`config.mk`:
```
export PLATFORM = sky130hd
export DESIGN_NAME = bitpair_packer
export DESIGN_NICKNAME = d
export VERILOG_FILES = /design/src/rtl/bitpair_packer_pkg.sv /design/src/rtl/bitpair_rst_sync.sv /design/src/rtl/bitpair_intake.sv /design/src/rtl/bitpair_accum.sv /design/src/rtl/bitpair_packer.sv
export SDC_FILE = /design/constraint.sdc
export NUM_CORES = 1
export LEC_CHECK = 0
export ABC_AREA = 1
export BUFFER_PORTS_ARGS = -buffer_cell sky130_fd_sc_hd__buf_2
export CORE_MARGIN = 2
export CORE_UTILIZATION = 56
export DETAILED_ROUTE_END_ITERATION = 12
export GPL_TIMING_DRIVEN = 0
export PLACE_DENSITY = 0.86
export SKIP_LAST_GASP = 1
export SYNTH_ARGS = -nofsm -noshare
export SYNTH_HDL_FRONTEND = slang
export SYNTH_SLANG_ARGS = --single-unit
```
`constraint.sdc`:
```
create_clock -name clk -period 0.8 [get_ports clk]
set_clock_uncertainty 0.2 [all_clocks]
set_input_delay 0 -clock clk [delete_from_list [all_inputs] [get_ports clk]]
set_output_delay 0 -clock clk [all_outputs]
set_load 0.05 [all_outputs]
```
`src/rtl/bitpair_packer_pkg.sv`:
```
package bitpair_packer_pkg;
  // Bits accepted by the intake stage in one cycle after slip handling.
  typedef struct packed {
    logic [1:0] kept;    // 0, 1 or 2 bits survive
    logic       older;   // valid only when kept == 2
    logic       newest;  // valid when kept != 0
  } intake_t;
endpackage

```
`src/rtl/bitpair_rst_sync.sv`:
```
module bitpair_rst_sync #(
  parameter int STAGES = 2
) (
  input  logic clk,
  input  logic rst_n,
  output logic rst_sync_n
);
  logic [STAGES-1:0] chain_q;

  always_ff @(posedge clk or negedge rst_n) begin
    if (!rst_n) chain_q <= '0;
    else        chain_q <= {chain_q[STAGES-2:0], 1'b1};
  end

  assign rst_sync_n = chain_q[STAGES-1];
endmodule

```
`src/rtl/bitpair_intake.sv`:
```
module bitpair_intake
  import bitpair_packer_pkg::*;
(
  input  logic       clk,
  input  logic       rst_n,
  input  logic [1:0] rx_bits,
  input  logic [1:0] rx_cnt,
  input  logic       slip,
  output intake_t    lanes
);
  logic       pend_q, pend_d;
  logic [1:0] n_new;
  logic       drop;

  always_comb begin
    // Only the upper count bit separates one bit from two.
    if (rx_cnt == 2'd0)  n_new = 2'd0;
    else if (rx_cnt[1])  n_new = 2'd2;
    else                 n_new = 2'd1;

    drop   = (slip | pend_q) & (n_new != 2'd0);
    pend_d = (slip | pend_q) & (n_new == 2'd0);

    lanes.newest = rx_bits[1];
    lanes.older  = rx_bits[0];
    lanes.kept   = n_new - {1'b0, drop};
  end

  always_ff @(posedge clk or negedge rst_n) begin
    if (!rst_n) pend_q <= 1'b0;
    else        pend_q <= pend_d;
  end
endmodule

```
`src/rtl/bitpair_accum.sv`:
```
module bitpair_accum
  import bitpair_packer_pkg::*;
#(
  parameter int GRP_W = 5
) (
  input  logic             clk,
  input  logic             rst_n,
  input  intake_t          lanes,
  output logic [GRP_W-1:0] grp_data,
  output logic             grp_stb
);
  localparam int CNT_W = $clog2(GRP_W + 2);
  localparam logic [CNT_W-1:0] FULL = CNT_W'(GRP_W);
  localparam logic [CNT_W-1:0] OVER = CNT_W'(GRP_W + 1);

  logic [GRP_W-2:0] sr_q, sr_d;
  logic [CNT_W-1:0] cnt_q, cnt_d, total;
  logic [GRP_W-1:0] grp_q, grp_d;
  logic             stb_q, emit, ce;
  logic [GRP_W:0]   ext;

  always_comb begin
    unique case (lanes.kept)
      2'd2:    ext = {sr_q, lanes.older, lanes.newest};
      2'd1:    ext = {1'b0, sr_q, lanes.newest};
      default: ext = {2'b00, sr_q};
    endcase

    ce    = (lanes.kept != 2'd0);
    total = cnt_q + CNT_W'(lanes.kept);
    emit  = ce & (total >= FULL);

    grp_d = grp_q;
    sr_d  = ext[GRP_W-2:0];
    cnt_d = total;
    if (emit) begin
      if (total == OVER) begin
        grp_d = ext[GRP_W:1];
        sr_d  = {{(GRP_W-2){1'b0}}, ext[0]};
      end else begin
        grp_d = ext[GRP_W-1:0];
        sr_d  = '0;
      end
      cnt_d = total - FULL;
    end
  end

  always_ff @(posedge clk or negedge rst_n) begin
    if (!rst_n) begin
      sr_q  <= '0;
      cnt_q <= '0;
    end else if (ce) begin
      sr_q  <= sr_d;
      cnt_q <= cnt_d;
    end
  end

  always_ff @(posedge clk or negedge rst_n) begin
    if (!rst_n)    grp_q <= '0;
    else if (emit) grp_q <= grp_d;
  end

  always_ff @(posedge clk or negedge rst_n) begin
    if (!rst_n) stb_q <= 1'b0;
    else        stb_q <= emit;
  end

  assign grp_data = grp_q;
  assign grp_stb  = stb_q;
endmodule

```
`src/rtl/bitpair_packer.sv`:
```
module bitpair_packer
  import bitpair_packer_pkg::*;
#(
  parameter int GRP_W = 5
) (
  input  logic             clk,
  input  logic             rst_n,
  input  logic [1:0]       rx_bits,
  input  logic [1:0]       rx_cnt,
  input  logic             slip,
  output logic [GRP_W-1:0] grp_data,
  output logic             grp_stb
);
  logic    rst_sync_n;
  intake_t lanes;

  bitpair_rst_sync #(.STAGES(2)) u_rst (
    .clk        (clk),
    .rst_n      (rst_n),
    .rst_sync_n (rst_sync_n)
  );

  bitpair_intake u_intake (
    .clk     (clk),
    .rst_n   (rst_sync_n),
    .rx_bits (rx_bits),
    .rx_cnt  (rx_cnt),
    .slip    (slip),
    .lanes   (lanes)
  );

  bitpair_accum #(.GRP_W(GRP_W)) u_accum (
    .clk      (clk),
    .rst_n    (rst_sync_n),
    .lanes    (lanes),
    .grp_data (grp_data),
    .grp_stb  (grp_stb)
  );
endmodule

```
### Word level (Yosys, flattened, before mapping)

Index checks and enable logic that the tools add are counted.

* add/subtract/negate cells: 3
* equal/unequal tests: 3
* reduce and logical (&&, ||, !) cells: 4
* bitwise operators: 4
* magnitude comparators: 1
* muxes and demuxes: 7

Operators with widths (number)
* 6-bit case mux with 2 select lines: 1
* 5-bit two-way mux: 1
* 2-bit logical NOT: 2
* 2-bit two-way mux: 2
* 4-bit two-way mux: 1
* 2-bit nonzero test: 2
* 3-bit by 2-bit adder with 3-bit output: 1
* 1-bit bitwise AND: 3
* 3-bit equality test, second input constant: 1
* 3-bit greater-or-equal comparator, second input constant: 1
* 3-bit two-way mux: 1
* 3-bit subtractor, second input constant: 1
* 2-bit by 1-bit equality test with 1-bit output, second input constant: 1
* 2-bit equality test, second input constant: 1
* 2-bit by 1-bit subtractor with 2-bit output: 1
* 1-bit two-way mux: 1
* 1-bit OR: 1

* logic and storage cells: 28
* input bits: 7
* register bits after elaboration: 16

### Logic depth before layout (Yosys ltp)

* depth after elaboration: 9
* depth in mapped cells: 14

### Cells and area by module

Synthesis repeated with hierarchy kept, for this count alone.

* cell total of the unflattened synthesis: 139
* area, all modules: 1064.8 um^2

Modules (own cells, without submodules)
* bitpair_accum: seq. area each 325.3 um^2, times used 1, area an instance 909.6 um^2, cells each 119
* bitpair_intake: seq. area each 25.0 um^2, times used 1, area an instance 101.3 um^2, cells each 17
* bitpair_rst_sync: seq. area each 50.0 um^2, times used 1, area an instance 53.8 um^2, cells each 3

### Least setup slack after synthesis

No wires, ideal clock.

* path kind: register to register
* from: register u_intake.pend_q
* to: register u_accum.grp_q[3] (netlist: u_accum.grp_data[3])
* data arrival time: 2.355 ns
* library setup time: 0.118 ns
* data required time: 0.482 ns
* stages on the path, launching flop included: 15
* path slack: -1.872 ns
* path through: dfrtp_1 > nor2_1 > nor2_1 > ha_1 > inv_1 > ha_1 > fa_1 > inv_1 > ha_1 > nor2_1 > inv_1 > nand3_4 > inv_4 > nand3_1 > nand2_1

* cells in the longest elaborated chain, start to end: 6
* elaborated cells on any way between the ends: 12
* those cells by class: add/sub: 2; order compare: 1; eq/ne: 3; mux: 2; bitwise: 3; reduce/logical: 1

Ends and longest elaborated chain
* start: declaration: line bitpair_intake.sv:11 `logic pend_q, pend_d;`
* start signal: assignment: line bitpair_intake.sv:31 `else pend_q <= pend_d;`
* 1-bit OR *: line bitpair_intake.sv:21 `drop = (slip | pend_q) & (n_new != 2'd0);`
* 1-bit bitwise AND *: line bitpair_intake.sv:21
* 2-bit by 1-bit subtractor with 2-bit output *: line bitpair_intake.sv:26 `lanes.kept = n_new - {1'b0, drop};`
* 3-bit by 2-bit adder with 3-bit output: line bitpair_accum.sv:30 `total = cnt_q + CNT_W'(lanes.kept);`
* 3-bit greater-or-equal comparator: line bitpair_accum.sv:31 `emit = ce & (total >= FULL);`
* 1-bit bitwise AND *: line bitpair_accum.sv:31
* named net u_accum.emit: line bitpair_accum.sv:19 `logic stb_q, emit, ce;`
* end signal: assignment: line bitpair_accum.sv:60 `else if (emit) grp_q <= grp_d;`
* end: declaration: line bitpair_accum.sv:18 `logic [GRP_W-1:0] grp_q, grp_d;`

Mark *: on every way through the listed nets, which the timed path passes. The rest lies on a longest branch.
A chain may end at the register's enable or synchronous reset.

### Worst setup path in the final report

* from: register u_intake.pend_q
* to: register u_accum.grp_q[0] (netlist: u_accum.grp_data[0])

* cells in the longest elaborated chain, start to end: 6
* elaborated cells on any way between the ends: 12
* those cells by class: add/sub: 2; order compare: 1; eq/ne: 3; mux: 2; bitwise: 3; reduce/logical: 1

Ends and longest elaborated chain (line)
* 1-bit OR *: bitpair_intake.sv:21
* 1-bit bitwise AND *: bitpair_intake.sv:21
* 2-bit by 1-bit subtractor with 2-bit output *: bitpair_intake.sv:26
* 3-bit by 2-bit adder with 3-bit output, or another cell as far along: bitpair_accum.sv:30
* 3-bit greater-or-equal comparator, or another cell as far along: bitpair_accum.sv:31
* 1-bit bitwise AND / 5-bit two-way mux (equally long branches): bitpair_accum.sv:31, bitpair_accum.sv:37

Every way passes the cells marked *; elsewhere a longest branch is shown, timed or not.

==> results by stage <==
Final layout:
- The area growth from synthesis to layout is 36.5%.
- After the flow finishes, the layout carries non-filler instances totaling ~190.
- The repair_antennas step left the layout with diodes totalling 0.
- The net count of the finished layout is between 150 and 200.
- The library cells used most frequently in the layout, excluding fill and tap cells, are nand2_1, dfrtp_1, inv_1, inv_2, buf_4.
- The layout has approximately 100 filler cells.
- The library cell used most frequently in the layout, excluding fill and tap cells, is nand2_1.
- The multi-input combinational cells in the finished layout cover a total of 658 µm².
- The share of layout cells above drive strength 1 is 0.409.
- The utilization after layout is 0.812.
- The sequential cell area is around 410 µm².

Power:
- Power comes to 0.00547 W.
- The maximum VDD drop is roughly 2800 µV.
- Power spread over the standard cell area amounts to 3900 nW/µm².
- For this design the static power due to leakage is 0.726 nW.

GRT:
- Entering global routing, the biggest net connects 15 pins.
- The number of antenna violations at the first check in global routing came to 0.
- For this run the aggregate overflow at the end of global routing stands at 0.
- In the global route stage, overall resource usage came out at 0.257.
- The first global-routing pass estimated just under 4000 µm of wire.
- The via count of the first global-routing pass is 872.

Yosys:
- The post-synth net total is 153.
- The number of register bits inferred by synthesis is 16.
- The mean area per synthesized cell is 7.50 µm².
- The count of synthesis-stage warnings from yosys is 0.
- The cell area that synthesis handed to floorplanning was 1030 µm².
- Synthesis handed over a netlist of about 140 instances.
- The share of the Yosys chip area taken by registers is 0.390.
- The number of distinct library cells after synthesis is 23.

Critical path:
- The category of the worst setup path capture point is a register.
- The data arrival time of the critical path is 2.77 ns.
- In this run the worst path has a maximum fanout of 6.
- Data on the critical path is required at its endpoint by 0.84 ns.
- The worst setup path is of the reg -> reg kind.
- The launching element type of the critical path is a register.

Floorplan:
- The initial utilization of the core area, before any placement, comes to 0.595.
- The floorplan step set the die width to 46.8 µm.
- The number of core rows is 15.
- In this run the vertical extent of the chip is 46.8 µm.
- The floorplan step defined a die boundary enclosing 2190 µm².
- The total core area is 1730 µm².
- The total I/O pin count is 13.

Clock network:
- The quantity of hold-fixing buffers added after cts is 2.
- Clock-pin slew was measured on the worst setup and hold paths at 0.10 ns.
- In this run, CTS created clock tree buffers numbering 3.
- In this run the number of H-tree levels came out at 1.
- The clock root buffer is clkbuf_4.
- The clock passes through at most 2 buffers.
- The clock tree from TritonCTS is yes.
- The number of clock sinks is 16.
- The clock reaches the later pin of the worst-skew pair after 0.30 ns.

STA:
- Setup repair after global routing could not meet its margin everywhere.
- The worst-case hold slack is -0.254 ns.
- Dividing the final minimum period by the clock period gives 3.42.
- The top achievable clock speed is roughly 370 MHz.
- The final hold violation count is 19.
- The final max-slew violation count is 0.
- The final count of negative-setup-slack endpoints is 20.
- The post-route minimum period is roughly 2.7 ns.
- The worst setup margin is -1.93 ns.

Drt:
- The routed length per instance is 14.8 µm.
- After the first detailed-routing iteration, the DRC count stood at 31.
- The first TritonRoute pass finished after 4 iterations.
- After detailed routing, the number of remaining DRC violations is 0.
- Summing over every cut layer, the via total after detailed routing is 1004.
- The routed via count divided by cell count is 5.31.
- The post-detailed-route count of antenna-violating nets is 0.
- The wire length reported by the detailed router is roughly 2800 µm.

Placed design:
- The placed cell count is 174.
- During placement, the flow inserted port buffers numbering 12.
- Routability-driven placement finished with a final weighted congestion of 0.906.
- The wire-length estimate of the detail-placed layout is 1630 µm.

Min path:
- In this run the worst hold path is classified as in -> reg.

Outcome:
- The final reports fail on negative hold slack, negative setup slack.
- The run finished, with violations left.

Run:
- The number of max-capacitance violations reported is 0.
-- final cells by class --
| class | instances | area share |
|---|---|---|
| well taps | 25 | 0.0223 |
| repair buffers | 23 | 0.141 |
| clock buffers | 4 | 0.0259 |
| plain buffers | 1 | 0.00357 |
| inverters | 17 | 0.0473 |
| multi-input cells | 103 | 0.469 |
| flip-flops and latches | 16 | 0.291 |
-- metrics by stage --
stage | TNS, ns | worst slack [ns] | area, µm²
2_1_floorplan | -22.24 | -1.75 | 1080
3_3_place_gp | -24.85 | -1.89 | 1170
3_5_place_dp | -26.23 | -2.01 | 1170
4_1_cts | -25.45 | -1.88 | 1340
5_1_grt | -27.82 | -2.04 | 1400
6_report | -26.20 | -1.93 | 1400
-- cell usage after synthesis --
library cell	instances	area share
inv_4	1	0.0061
fa_1	1	0.019
nand3_1	10	0.049
o21ai_1	3	0.015
a21oi_1	1	0.0049
buf_2	1	0.0049
o211ai_1	1	0.0073
o21ai_0	3	0.015
inv_1	12	0.044
nor2_4	1	0.011
nand3_4	1	0.017
ha_1	8	0.097
nand4_1	2	0.012
inv_2	4	0.015
nor2_1	8	0.029
nand3_2	2	0.019
nor3_1	1	0.0049
nand2_1	54	0.20
conb_1	1	0.0037
dfrtp_1	16	0.39
nand2_2	3	0.018
xnor2_1	1	0.0085
nor2_2	2	0.012
-- flip-flops by register name, indices dropped and copies added, names as in the netlist --
name,count
u_rst.chain_q,2
u_accum.grp_data,5
u_accum.grp_stb,1
u_accum.cnt_q,3
u_intake.pend_q,1
u_accum.sr_q,4
-- power by group --
part	switching [W]	total [W]	internal, W
Clock	0.000280	0.000558	0.000278
Combinational	0.00215	0.00359	0.00144
Sequential	0.000240	0.00132	0.00108
-- cell families (layout without fill, tap and decap cells) --
kind of cell,Yosys count,after routing,synth area share
compound gates,8,8,0.0414
flops,16,16,0.390
xor+xnor,1,1,0.00853
fa+ha+maj,9,9,0.117
buf+inv,18,45,0.0694
other cells,1,1,0.00365
simple gates,84,84,0.370
-- routing by layer --
metal,GRT usage,up-vias,share of wire
met2,0.444,38,0.52
met5,0,-,0
met4,0.128,0,0.036
li1,-,482,-
met3,0.0269,11,0.037
met1,0.317,473,0.40
-- worst max-delay path, cell delays in order, from the launching register on --
cell and delay (ns):
dfrtp_1 0.38, nor2_2 0.13, nor2_1 0.06, ha_1 0.23, xnor2_2 0.25, inv_2 0.08
fa_2 0.58, ha_1 0.23, nand3_4 0.14, inv_2 0.12, nand2_1 0.08, nand2_1 0.09
nand2_2 0.05, nand2_1 0.07
-- final timing paths --
| kind | slack [ns] | cells past startpoint | end | startpoint |
|---|---|---|---|---|
| max | -1.93 | 13 | u_accum.grp_data[0]$_DFFE_PN0P_ | u_intake.pend_q$_DFF_PN0_ |
| min | -0.25 | 2 | u_intake.pend_q$_DFF_PN0_ | rx_cnt[1] |
| max reg2reg | -1.93 | 13 | u_accum.grp_data[0]$_DFFE_PN0P_ | u_intake.pend_q$_DFF_PN0_ |
| min reg2reg | -0.03 | 0 | u_accum.cnt_q[2]$_DFFE_PN0P_ | u_rst.chain_q[1]$_DFF_PN0_ |
| max in group asynchronous | 0.16 | 0 | u_accum.grp_data[0]$_DFFE_PN0P_ | u_rst.chain_q[1]$_DFF_PN0_ |
| min in group asynchronous | -0.19 | 2 | u_rst.chain_q[0]$_DFF_PN0_ | rst_n |
-- timing repair --
item	CTS	global route
buffers inserted	8	5
cloned	0	0
setup endpoints to repair	34	20
endpoints found under the hold margin	19	4
pin swaps	4	6
resized for setup	19	8
No activity file was read; power rests on OpenSTA's default activity.
